**config.mk**
```make
export PLATFORM = sky130hd
export DESIGN_NAME = pingpong_reverser
export DESIGN_NICKNAME = d
export VERILOG_FILES = /design/src/rtl/pprev_pkg.sv /design/src/rtl/pprev_lifo.sv /design/src/rtl/pprev_fall_det.sv /design/src/rtl/pingpong_reverser.sv
export SDC_FILE = /design/constraint.sdc
export NUM_CORES = 1
export LEC_CHECK = 0
export BUFFER_PORTS_ARGS = -buffer_cell sky130_fd_sc_hd__clkbuf_2
export CORE_AREA = 10 10 178 213
export CTS_CLUSTER_DIAMETER = 120
export DETAILED_ROUTE_END_ITERATION = 16
export DIE_AREA = 0 0 188 223
export HOLD_SLACK_MARGIN = 0.06
export REMOVE_ABC_BUFFERS = 1
export SYNTH_ARGS = -nofsm -noshare
export SYNTH_HDL_FRONTEND = slang
export SYNTH_SLANG_ARGS = --single-unit
export TNS_END_PERCENT = 10
```
**constraint.sdc**
```tcl
create_clock -name clk -period 5.6 [get_ports clk]
set_input_delay 1.12 -clock clk [delete_from_list [all_inputs] [get_ports clk]]
set_output_delay 1.12 -clock clk [all_outputs]
set_load 0.05 [all_outputs]
```
**src/rtl/pprev_pkg.sv**
```systemverilog
package pprev_pkg;

    localparam int unsigned DATA_W     = 10;
    localparam int unsigned LIFO_DEPTH = 16;
    localparam int unsigned NUM_LIFO   = 2;

    typedef enum logic {
        PATH_REVERSE = 1'b0,
        PATH_BYPASS  = 1'b1
    } path_mode_e;

endpackage

```
**src/rtl/pprev_lifo.sv**
```systemverilog
module pprev_lifo #(
    parameter int unsigned W     = pprev_pkg::DATA_W,
    parameter int unsigned DEPTH = pprev_pkg::LIFO_DEPTH
) (
    input  logic         clk,
    input  logic         rst_n,
    input  logic         push_i,
    input  logic         pop_i,
    input  logic [W-1:0] din_i,
    output logic [W-1:0] dout_o,
    output logic         full_o,
    output logic         drop_o
);
    localparam int unsigned CW = $clog2(DEPTH + 1);
    localparam int unsigned AW = (DEPTH > 1) ? $clog2(DEPTH) : 1;

    typedef struct packed {
        logic [DEPTH-1:0][W-1:0] mem;
        logic [CW-1:0]           cnt;
    } lifo_st_t;

    lifo_st_t s_d, s_q;
    logic     full_c;
    logic     empty_c;

    always_comb begin
        s_d     = s_q;
        full_c  = (s_q.cnt == CW'(DEPTH));
        empty_c = (s_q.cnt == '0);
        dout_o  = '0;
        if (pop_i && !empty_c) begin
            dout_o = s_q.mem[AW'(s_q.cnt - CW'(1))];
            s_d.cnt = s_q.cnt - CW'(1);
        end else if (push_i && !full_c) begin
            s_d.mem[AW'(s_q.cnt)] = din_i;
            s_d.cnt = s_q.cnt + CW'(1);
        end
        full_o = full_c;
        drop_o = push_i && full_c;
    end

    always_ff @(posedge clk or negedge rst_n) begin
        if (!rst_n) s_q <= '0;
        else        s_q <= s_d;
    end


    push_pop_excl_chk: assert property (@(posedge clk) disable iff (!rst_n)
        !(push_i && pop_i));


    depth_bound_chk: assert property (@(posedge clk) disable iff (!rst_n)
        s_q.cnt <= CW'(DEPTH));


    full_keep_chk: assert property (@(posedge clk) disable iff (!rst_n)
        (push_i && !pop_i && s_q.cnt == CW'(DEPTH)) |=> (s_q.cnt == CW'(DEPTH)));

endmodule

```
**src/rtl/pprev_fall_det.sv**
```systemverilog
module pprev_fall_det (
    input  logic clk,
    input  logic rst_n,
    input  logic sample_en_i,
    input  logic lvl_i,
    output logic fall_o
);
    typedef struct packed {
        logic lvl;
    } det_st_t;

    det_st_t s_d, s_q;

    always_comb begin
        s_d    = s_q;
        fall_o = 1'b0;
        if (sample_en_i) begin
            s_d.lvl = lvl_i;
            fall_o  = s_q.lvl && !lvl_i;
        end
    end

    always_ff @(posedge clk or negedge rst_n) begin
        if (!rst_n) s_q <= '0;
        else        s_q <= s_d;
    end


    no_sample_on_hold_chk: assert property (@(posedge clk) disable iff (!rst_n)
        !sample_en_i |-> !fall_o);

endmodule

```
**src/rtl/pingpong_reverser.sv**
```systemverilog
module pingpong_reverser #(
    parameter int unsigned W     = pprev_pkg::DATA_W,
    parameter int unsigned DEPTH = pprev_pkg::LIFO_DEPTH
) (
    input  logic         clk,
    input  logic         rst_n,
    input  logic         hold_i,
    input  logic         bypass_i,
    input  logic         xfer_i,
    input  logic [W-1:0] fwd_data_i,
    output logic [W-1:0] rev_data_o,
    output logic         wr_sel_o,
    output logic         ovf_o
);
    import pprev_pkg::*;

    localparam int unsigned NL = NUM_LIFO;

    typedef struct packed {
        logic [W-1:0] rev_data;
        logic         wr_sel;
        logic         ovf;
    } top_st_t;

    top_st_t s_d, s_q;

    logic                 advance;
    logic                 rev_mode;
    logic                 fall;
    logic [NL-1:0]        push_v;
    logic [NL-1:0]        pop_v;
    logic [NL-1:0]        full_v;
    logic [NL-1:0]        drop_v;
    logic [NL-1:0][W-1:0] pop_data_v;

    assign advance  = !hold_i;
    assign rev_mode = advance && (bypass_i == PATH_REVERSE);

    pprev_fall_det u_fall (
        .clk         (clk),
        .rst_n       (rst_n),
        .sample_en_i (advance),
        .lvl_i       (xfer_i),
        .fall_o      (fall)
    );

    for (genvar g = 0; g < NL; g++) begin : g_lifo
        assign push_v[g] = rev_mode && (s_q.wr_sel == 1'(g));
        assign pop_v[g]  = rev_mode && (s_q.wr_sel != 1'(g));

        pprev_lifo #(.W(W), .DEPTH(DEPTH)) u_lifo (
            .clk    (clk),
            .rst_n  (rst_n),
            .push_i (push_v[g]),
            .pop_i  (pop_v[g]),
            .din_i  (fwd_data_i),
            .dout_o (pop_data_v[g]),
            .full_o (full_v[g]),
            .drop_o (drop_v[g])
        );
    end

    always_comb begin
        s_d = s_q;
        if (advance) begin
            if (bypass_i == PATH_BYPASS) begin
                s_d.rev_data = fwd_data_i;
                s_d.ovf      = 1'b0;
            end else begin
                s_d.rev_data = pop_data_v[~s_q.wr_sel];
                s_d.ovf      = |drop_v;
                if (fall) s_d.wr_sel = ~s_q.wr_sel;
            end
        end
    end

    always_ff @(posedge clk or negedge rst_n) begin
        if (!rst_n) s_q <= '0;
        else        s_q <= s_d;
    end

    assign rev_data_o = s_q.rev_data;
    assign wr_sel_o   = s_q.wr_sel;
    assign ovf_o      = s_q.ovf;


    single_writer_chk: assert property (@(posedge clk) disable iff (!rst_n)
        $onehot0(push_v) && $onehot0(pop_v));


    swap_on_fall_chk: assert property (@(posedge clk) disable iff (!rst_n)
        ($past(rst_n) && (wr_sel_o != $past(wr_sel_o)))
            |-> $past(!hold_i && !bypass_i && !xfer_i));


    hold_freeze_chk: assert property (@(posedge clk) disable iff (!rst_n)
        $past(rst_n && hold_i)
            |-> ($stable(rev_data_o) && $stable(wr_sel_o) && $stable(ovf_o)));


    bypass_follow_chk: assert property (@(posedge clk) disable iff (!rst_n)
        $past(rst_n && !hold_i && bypass_i) |-> (rev_data_o == $past(fwd_data_i)));


    ovf_after_drop_chk: assert property (@(posedge clk) disable iff (!rst_n)
        $past(rst_n && !hold_i && !bypass_i && full_v[wr_sel_o]) |-> ovf_o);

endmodule

```
### Word level (Yosys, flattened, before mapping)

Cells that the tools add are included.

| storage, ports and cells | value |
|---|---|
| flip-flop bits (word level) | 343 |
| input bits | 15 |
| word-level logic and storage cells | 103 |

| operators by class | value |
|---|---|
| add/subtract/negate cells | 4 |
| order comparisons | 7 |
| eq/ne operators | 2 |
| muxes and demuxes | 21 |
| bitwise logic cells | 5 |
| reductions and logical operators | 26 |

Operator list:

| cell | count |
|---|---|
| $bwmux W160 | 2 |
| $mux W10 | 9 |
| $bmux W10 S4 | 2 |
| $demux W10 S4 | 2 |
| $lt A4 B5 Y1 const B | 4 |
| $mux W5 | 4 |
| $logic_and A1 B1 Y1 | 12 |
| $add A5 B1 Y5 const B | 2 |
| $eq A5 B5 Y1 const B | 2 |
| $logic_not A5 Y1 | 2 |
| $sub A5 B1 Y5 const B | 2 |
| $ge A4 B1 Y1 const B | 2 |
| $logic_not A1 Y1 | 6 |
| $not A1 Y1 | 5 |
| $reduce_and A2 Y1 | 2 |
| $reduce_bool A2 Y1 | 2 |
| $reduce_and A3 Y1 | 1 |
| $lt A1 B2 Y1 const B | 1 |
| $mux W1 | 2 |
| $reduce_or A2 Y1 | 1 |

### Logic depth before layout (Yosys ltp)

Gate-level depths: netlist of the first run.

| depth | value |
|---|---|
| depth after elaboration | 8 |
| mapped depth | 11 |
| depth with buffers taken out | 7 |

### Hierarchy

Synthesis of the first run repeated with hierarchy kept, for this count alone.

| second synthesis, totals | value |
|---|---|
| cells, all modules | 1311 |
| area total of the unflattened synthesis | 16691.0 um2 |

Modules (own cells, without submodules):

| module | times used | cells each | area each (um2) |
|---|---|---|---|
| pprev_lifo | 2 | 620 | 7950.1 |
| pingpong_reverser | 1 | 68 | 740.7 |
| pprev_fall_det | 1 | 3 | 50.0 |

### Worst setup path before layout of the first run

Ideal clock, no wire load.

| timing | value |
|---|---|
| path type | register to register |
| start point | reg g_lifo[0].u_lifo.s_q[0] (netlist name) |
| end point | reg s_q, in the netlist rev_data_o[0] |
| arrival | 2.840 ns |
| data required time | 5.476 ns |
| setup slack | 2.636 ns |
| cell stages (with the launch flop) | 11 |
| cells stage by stage | dfrtp_1 -> buf_2 -> buf_2 -> inv_2 -> ha_1 -> xor2_1 -> buf_2 -> mux4_2 -> mux2i_1 -> o22ai_1 -> a211o_1 |

| between the ends | value |
|---|---|
| cells in the longest elaborated chain, start to end | 7 |
| elaborated cells on any way between the ends | 10 |
| those cells by class | add/sub (1); mux (6); reduce/logical (3) |

Ends and longest elaborated chain:

| item | line | RTL |
|---|---|---|
| start, declared | pprev_lifo.sv:22 | `lifo_st_t s_d, s_q;` |
| $sub A5 B1 Y5 or $logic_not A5 Y1 (tied branches) | pprev_lifo.sv:32, pprev_lifo.sv:29 |  |
| $bmux W10 S4 or $logic_not A1 Y1 (tied branches) | pprev_lifo.sv:32, pprev_lifo.sv:31 |  |
| $mux W10 (not written as such) or $logic_and A1 B1 Y1 (tied branches) | pprev_lifo.sv:32, pprev_lifo.sv:31 |  |
| $mux W10 (*) | pprev_lifo.sv:31 | `if (pop_i && !empty_c) begin` |
| $mux W10 (not written as such) (*) (2 in series) | pingpong_reverser.sv:70 | `s_d.rev_data = pop_data_v[~s_q.wr_sel];` |
| $mux W10 (*) | pingpong_reverser.sv:66 | `if (bypass_i == PATH_BYPASS) begin` |
| end signal, assigned | pingpong_reverser.sv:78 | `if (!rst_n) s_q <= '0;` |
| end signal, assigned | pingpong_reverser.sv:79 | `else s_q <= s_d;` |
| end, declared | pingpong_reverser.sv:25 | `top_st_t s_d, s_q;` |

Every way passes the cells marked *; elsewhere a longest branch is shown, timed or not. The select of a mux whose other input is x is not followed.
A chain may end at the register's enable or synchronous reset.

### Worst setup path after layout of the first run

| timing | value |
|---|---|
| start point | reg g_lifo[1].u_lifo.s_q[0] (netlist name) |
| end point | reg s_q, in the netlist rev_data_o[2] |

| between the ends | value |
|---|---|
| cells in the longest elaborated chain, start to end | 7 |
| elaborated cells on any way between the ends | 10 |
| those cells by class | add/sub (1); mux (6); reduce/logical (3) |

Ends and longest elaborated chain:

| item | line |
|---|---|
| start, declared | pprev_lifo.sv:22 |
| $sub A5 B1 Y5 or $logic_not A5 Y1 (tied branches) | pprev_lifo.sv:32, pprev_lifo.sv:29 |
| $bmux W10 S4 or $logic_not A1 Y1 (tied branches) | pprev_lifo.sv:32, pprev_lifo.sv:31 |
| $mux W10 (not written as such) or $logic_and A1 B1 Y1 (tied branches) | pprev_lifo.sv:32, pprev_lifo.sv:31 |
| $mux W10 (*) | pprev_lifo.sv:31 |
| $mux W10 (not written as such) (*) (2 in series) | pingpong_reverser.sv:70 |
| $mux W10 (*) | pingpong_reverser.sv:66 |

Marked as above.

==> metrics.txt, run 1 <==
clk slew on worst S/H paths around 0.060 ns; Clock Sink Count 343; row count between 70 and 80; clock root cell clkbuf_16; first-pass GRT wire length 60.3 mm; worst relative slew slack 0.264; vias in the first global route 9,792; GRT Util Overall 0.184; Critical Path Max Stage Delay 1.01 ns; most common cell after layout, fill and taps aside dfrtp_1; DRC viols 0; synth unique cells 47; CP max FO 32; worst-path cell chain inv_1, buf_4, ha_2, buf_4, mux4_2, nand2_1, a21oi_1, a211o_1; CTS resizes 0; sequential-to-total area share from yosys stat 0.539; TritonRoute pass-1 iters 5; routed len/inst 24.2 um; Top FF cell, synth dfrtp_1; Area after DPL 16,500 sq um; GP Congestion around 0.86; final hold violation count 0; largest net degree at the start of global routing 121; class of the most critical setup path reg -> reg; final WL 37.7 mm; H-tree Lvls 2; Worst Tran Pin Value 1.10 ns; post-synthesis cell area around 16,000 sq um; Place WS roughly 2.0 ns; period utilization 0.644; most frequent cells in the layout dfrtp_1, mux2_2, mux4_2; IO Pins 27; Via density 5.84; outcome complete, no violations; Fin Setup TNS 0 ns; Post-Synthesis Cells 1,077; final worst slack 1.99 ns; worst clock skew between 0.015 and 0.02 ns; Net count, final 1,107; Post-CTS Setup Bufs 0; FMAX 277 MHz; Initial Util 0.473; Critical Path Source Type flop; critical path arrival 4.03 ns; Hold Buf Count CTS 0; crit path buf inv count 3; WP data required between 6 and 7 ns; Crit-path slowest cell dfrtp_1; initial antenna violation count 0; family with the most delay on the worst path flip-flops; total power between 9 and 10 mW; Post-DRT Antenna Nets 0; CP most frequent cell buf_4; worst skew pair latency 0.53 ns; CTS tree built; RSZ-0062 raised after global routing no; chip width about 190 um; Post-synth EDFFs 0; Synth Area per Inst roughly 15 sq um; via count 9,099; P per Cell Area 566 nW/um^2; Inserted Clock Buffers 37; P&R area growth vs syn 10.4%; Async SR Flop Fraction 1.00; floorplan core area 33,700 sq um; maximum VDD drop 231 uV; Max Buffers Root-to-Sink 3; ANT cells 0; Layout fillers 2,889; CP endpoint kind flop; Overflow after GRT 0; drt initial violations 604; share of cells above drive strength 1 0.466; Max Cap Viol 0; Final Setup Violations 0; post-route cell area 17,600 sq um; Final Max Tran Viols 0; Worst Hold Class reg -> reg; Synth warnings 0; DIE AREA between 40,000 and 50,000 sq um; I/O Buffers 26; Period minus WS final 3.61 ns; Die Y-Extent 223 um; DPL Wire Length 24.0 mm; leak pwr 8.14 nW; synthesized flop and latch total around 340
[cell families after synthesis]
kind of cell | count (synthesis) | share of synthesized area
AO/OA/AOI/OAI | 79 | 0.0336
XOR/XNOR | 11 | 0.00652
adder cells (fa/ha/maj) | 10 | 0.00785
buffers and inverters | 81 | 0.0226
flip-flops | 343 | 0.539
multiplexers | 433 | 0.353
AND/OR/NAND/NOR | 120 | 0.0380
[worst paths after layout]
kind / from / slack [ns] / cells past startpoint / endpoint
setup / recovery: g_lifo[1].u_lifo.s_q[0] / 1.99 / 8 / rev_data_o[2]
hold / removal: g_lifo[1].u_lifo.s_q[6] / 0.50 / 1 / g_lifo[1].u_lifo.s_q[6]
setup reg to reg: g_lifo[1].u_lifo.s_q[0] / 1.99 / 8 / rev_data_o[2]
hold reg to reg: g_lifo[1].u_lifo.s_q[6] / 0.50 / 1 / g_lifo[1].u_lifo.s_q[6]
max in group asynchronous: rst_n / 3.66 / 2 / g_lifo[1].u_lifo.s_q[101]
min in group asynchronous: rst_n / 0.70 / 1 / g_lifo[0].u_lifo.s_q[18]
[metal layers]
metal | vias up | part of all wire | global-route usage
met5 | - | 0 | 0
met4 | 0 | 0.026 | 0.0602
met3 | 57 | 0.035 | 0.0286
met2 | 153 | 0.50 | 0.314
met1 | 4865 | 0.43 | 0.236
li1 | 4024 | - | -
[cell usage after synthesis (all sizes together) (2+ instances only)]
master	count	share of area
xnor2	9	0.0049
a21oi	11	0.0035
ha	10	0.0079
nand2	35	0.0082
a311o	2	0.0013
nor2b	7	0.0027
o22ai	20	0.0079
mux2i	32	0.020
inv	5	0.0012
nand3	23	0.0072
o21ai	11	0.0037
nand4	3	0.0012
a31oi	3	0.0012
a211oi	14	0.0066
a211o	12	0.0066
xor2	2	0.0016
nor3	14	0.0051
mux2	331	0.23
nor2	26	0.0071
mux4	70	0.099
dfrtp	343	0.54
buf	26	0.0097
a22oi	2	0.00094
nor3b	2	0.00094
nor4	4	0.0025
clkbuf	50	0.012
[stage by stage]
| stage | hold slack [ns] | util | instances |
|---|---|---|---|
| floorplan | 0.474 | - | 1001 |
| global placement | 0.482 | 0.489 | 1499 |
| detailed placement | 0.487 | 0.489 | 1499 |
| CTS | 0.501 | 0.522 | 1558 |
| global route | 0.508 | 0.522 | 1558 |
| finish | 0.498 | 0.522 | 1558 |
[power by group]
group	switching [mW]	total [mW]	internal, mW
combinational	1.79	3.74	1.96
clock	0.957	2.29	1.33
sequential	0.572	3.93	3.36
total	3.31	9.96	6.64
[registers in the layout, indices dropped and copies added (netlist names)]
register	cells
wr_sel_o	1
rev_data_o	10
g_lifo.u_lifo.s_q	330
u_fall.s_q	1
ovf_o	1
[layout make-up]
cell class                 instances  area (sq um)  share of cell area
clock buffer                      50          1030              0.0588
clock inverter                     9          72.6             0.00412
inverter                           5          18.8             0.00107
tap                              456           571              0.0324
multi-input combinational        653          7030               0.400
timing repair buffer              42           285              0.0162
sequential                       343          8580               0.488
No activity file was read; power rests on OpenSTA's default activity.
==> inputs of run 2 (changes only) <==
==> constraint.sdc (replaced) <==
create_clock -name clk -period 3.7 [get_ports clk]
set_input_delay 0.74 -clock clk [delete_from_list [all_inputs] [get_ports clk]]
set_output_delay 0.74 -clock clk [all_outputs]
set_load 0.05 [all_outputs]
==> run 2 against run 1 <==
Against the previous run:
- critical path depth did not move
- largest cell class unchanged
- combinational power increased by 57%
- critical path type unchanged
- die area unchanged
- largest power group is now combinational cells
- critical endpoint is now rev_data_o[9]
- global-route usage fell by 0.42 points
- first-iteration DRC count increased by 11%
- clock skew fell by 0.0059 ns
- cell count rose by 1.2%
- via count barely moved
==> metrics.txt, run 2 (same netlist as run 1, synthesis figures left out) <==
row count 74 (unchanged); Worst Hold Class in -> async; Period minus WS final 2.94 ns (-0.671 ns); P&R area growth vs syn 12.0%; Net count, final 1,118 (+0.99%); CP max FO 25 (-22%); Critical Path Source Type flop; Area after DPL 16,600 sq um (+0.80%); Post-CTS Setup Bufs 0 (unchanged); clk slew on worst S/H paths 0.06 ns (about the same); most frequent cells in the layout dfrtp_1, mux2_2, mux4_2; DRC viols 0 (unchanged); I/O Buffers 26 (unchanged); largest net degree at the start of global routing 90 (-26%); post-route cell area 17,900 sq um (+1.4%); clock root cell clkbuf_16; worst relative slew slack 0.400 (+0.136); Hold WS 0.177 ns (-0.321 ns); initial antenna violation count 0 (unchanged); Clock Sink Count 343 (unchanged); leak pwr 8.26 nW (+1.5%); vias in the first global route 9,593 (-2.0%); Hold Buf Count CTS 0 (unchanged); P per Cell Area 863 nW/um^2 (+52%); critical path arrival 3.34 ns (-0.69 ns); TritonRoute pass-1 iters 5 (unchanged); most common cell after layout, fill and taps aside dfrtp_1; share of cells above drive strength 1 0.476 (+0.0104); Via density 5.78 (-1.1%); worst skew pair latency 0.53 ns (about the same); WP data required 4.10 ns (-1.92 ns); CTS tree built; Final Max Tran Viols 0 (unchanged); maximum VDD drop 405 uV (+76%); RSZ-0062 raised after global routing no; ANT cells 0 (unchanged); Post-DRT Antenna Nets 0 (unchanged); Initial Util 0.473 (unchanged); via count 9,104 (+0.055%); CP endpoint kind flop; Overflow after GRT 0 (unchanged); GP Congestion 0.839 (-2.5%); first-pass GRT wire length 59.1 mm (-1.9%); Worst Tran Pin Value 0.893 ns (-0.209 ns); CTS resizes 0 (unchanged); FMAX 341 MHz (+23%); Die Y-Extent 223 um (unchanged); DPL Wire Length 23.3 mm (-3.2%); Max Buffers Root-to-Sink 3 (unchanged); period utilization 0.794 (+0.149); chip width 188 um (unchanged); outcome complete, no violations; final WL 37.4 mm (-0.95%); final hold violation count 0 (unchanged); number of flip-flops under the largest register name 330 (unchanged); DIE AREA 41,900 sq um (unchanged); drt initial violations 669 (+11%); Final Setup Violations 0 (unchanged); largest register by flop count g_lifo.u_lifo.s_q; worst clock skew 0.0141 ns (-0.00590 ns); Post-Route Utilization 0.530 (+0.00754); Max Cap Viol 0 (unchanged); class of the most critical setup path reg -> reg; H-tree Lvls 2 (unchanged); IO Pins 27 (unchanged); GRT Util Overall 0.180 (-0.00417); routed len/inst 23.7 um (-2.1%); floorplan core area 33,700 sq um (unchanged); Inserted Clock Buffers 37 (unchanged)
-- run 2: cell count changes in the layout (fill, tap and decap cells not counted) --
cell / before / now
clkbuf_8: 6 / 10
clkbuf_16: 37 / 39
buf_12: 2 / 6
clkbuf_1: 7 / 5
inv_6: 0 / 1
clkinvlp_4: 1 / 3
buf_4: 14 / 21
-- run 2: final cells by class --
class	instances	area (sq um)
Tap cell	456	571
Inverter	5	18.8
Multi-Input combinational cell	653	7030
Clock inverter	12	96.3
Clock buffer	54	1130
Timing Repair Buffer	53	418
Fill cell	2856	15800
Sequential cell	343	8580
-- run 2: metrics by stage --
| stage | cells | worst slack [ns] | TNS [ns] | power (mW) |
|---|---|---|---|---|
| finish | 1576 | 0.763 | 0 | 15.4 |
| global route | 1576 | 0.624 | 0 | 16.3 |
| CTS | 1576 | 0.807 | 0 | 15.6 |
| detailed placement | 1510 | 0.728 | 0 | 11.8 |
| global placement | 1510 | 0.754 | 0 | 11.7 |
| floorplan | 1001 | -1.69 | -16.68 | 10.2 |
-- run 2: critical path, cell delays in order, from the launching register on --
cell      delay [ns]
dfrtp_1         0.34
inv_1           0.05
buf_4           0.20
ha_2            0.74
buf_12          0.28
nor2b_1         0.20
and2_1          0.43
a211oi_1        0.24
a211o_1         0.31
-- run 2: final timing paths --
path	from	to	slack [ns]	cells after the start
min	rst_n	g_lifo[0].u_lifo.s_q[83]	0.18	1
max	g_lifo[1].u_lifo.s_q[0]	rev_data_o[9]	0.76	8
max in group asynchronous	rst_n	g_lifo[1].u_lifo.s_q[37]	2.60	2
min reg2reg	g_lifo[1].u_lifo.s_q[22]	g_lifo[1].u_lifo.s_q[22]	0.50	1
max reg2reg	g_lifo[1].u_lifo.s_q[0]	rev_data_o[9]	0.76	8
min in group clk	xfer_i	u_fall.s_q	0.47	2
-- run 2: layer usage --
| metal | global-route usage | up-vias | routed length (um) |
|---|---|---|---|
| li1 | - | 4057 | - |
| met1 | 0.243 | 4847 | 17000 |
| met2 | 0.293 | 157 | 18200 |
| met3 | 0.0276 | 43 | 1250 |
| met4 | 0.0587 | 0 | 960 |
| met5 | 0 | - | 0 |
-- run 2: where the power goes --
part | internal, mW | switching [mW] | total (mW)
clock network | 2.20 | 1.50 | 3.69
logic | 3.05 | 2.81 | 5.86
registers | 5.08 | 0.766 | 5.85
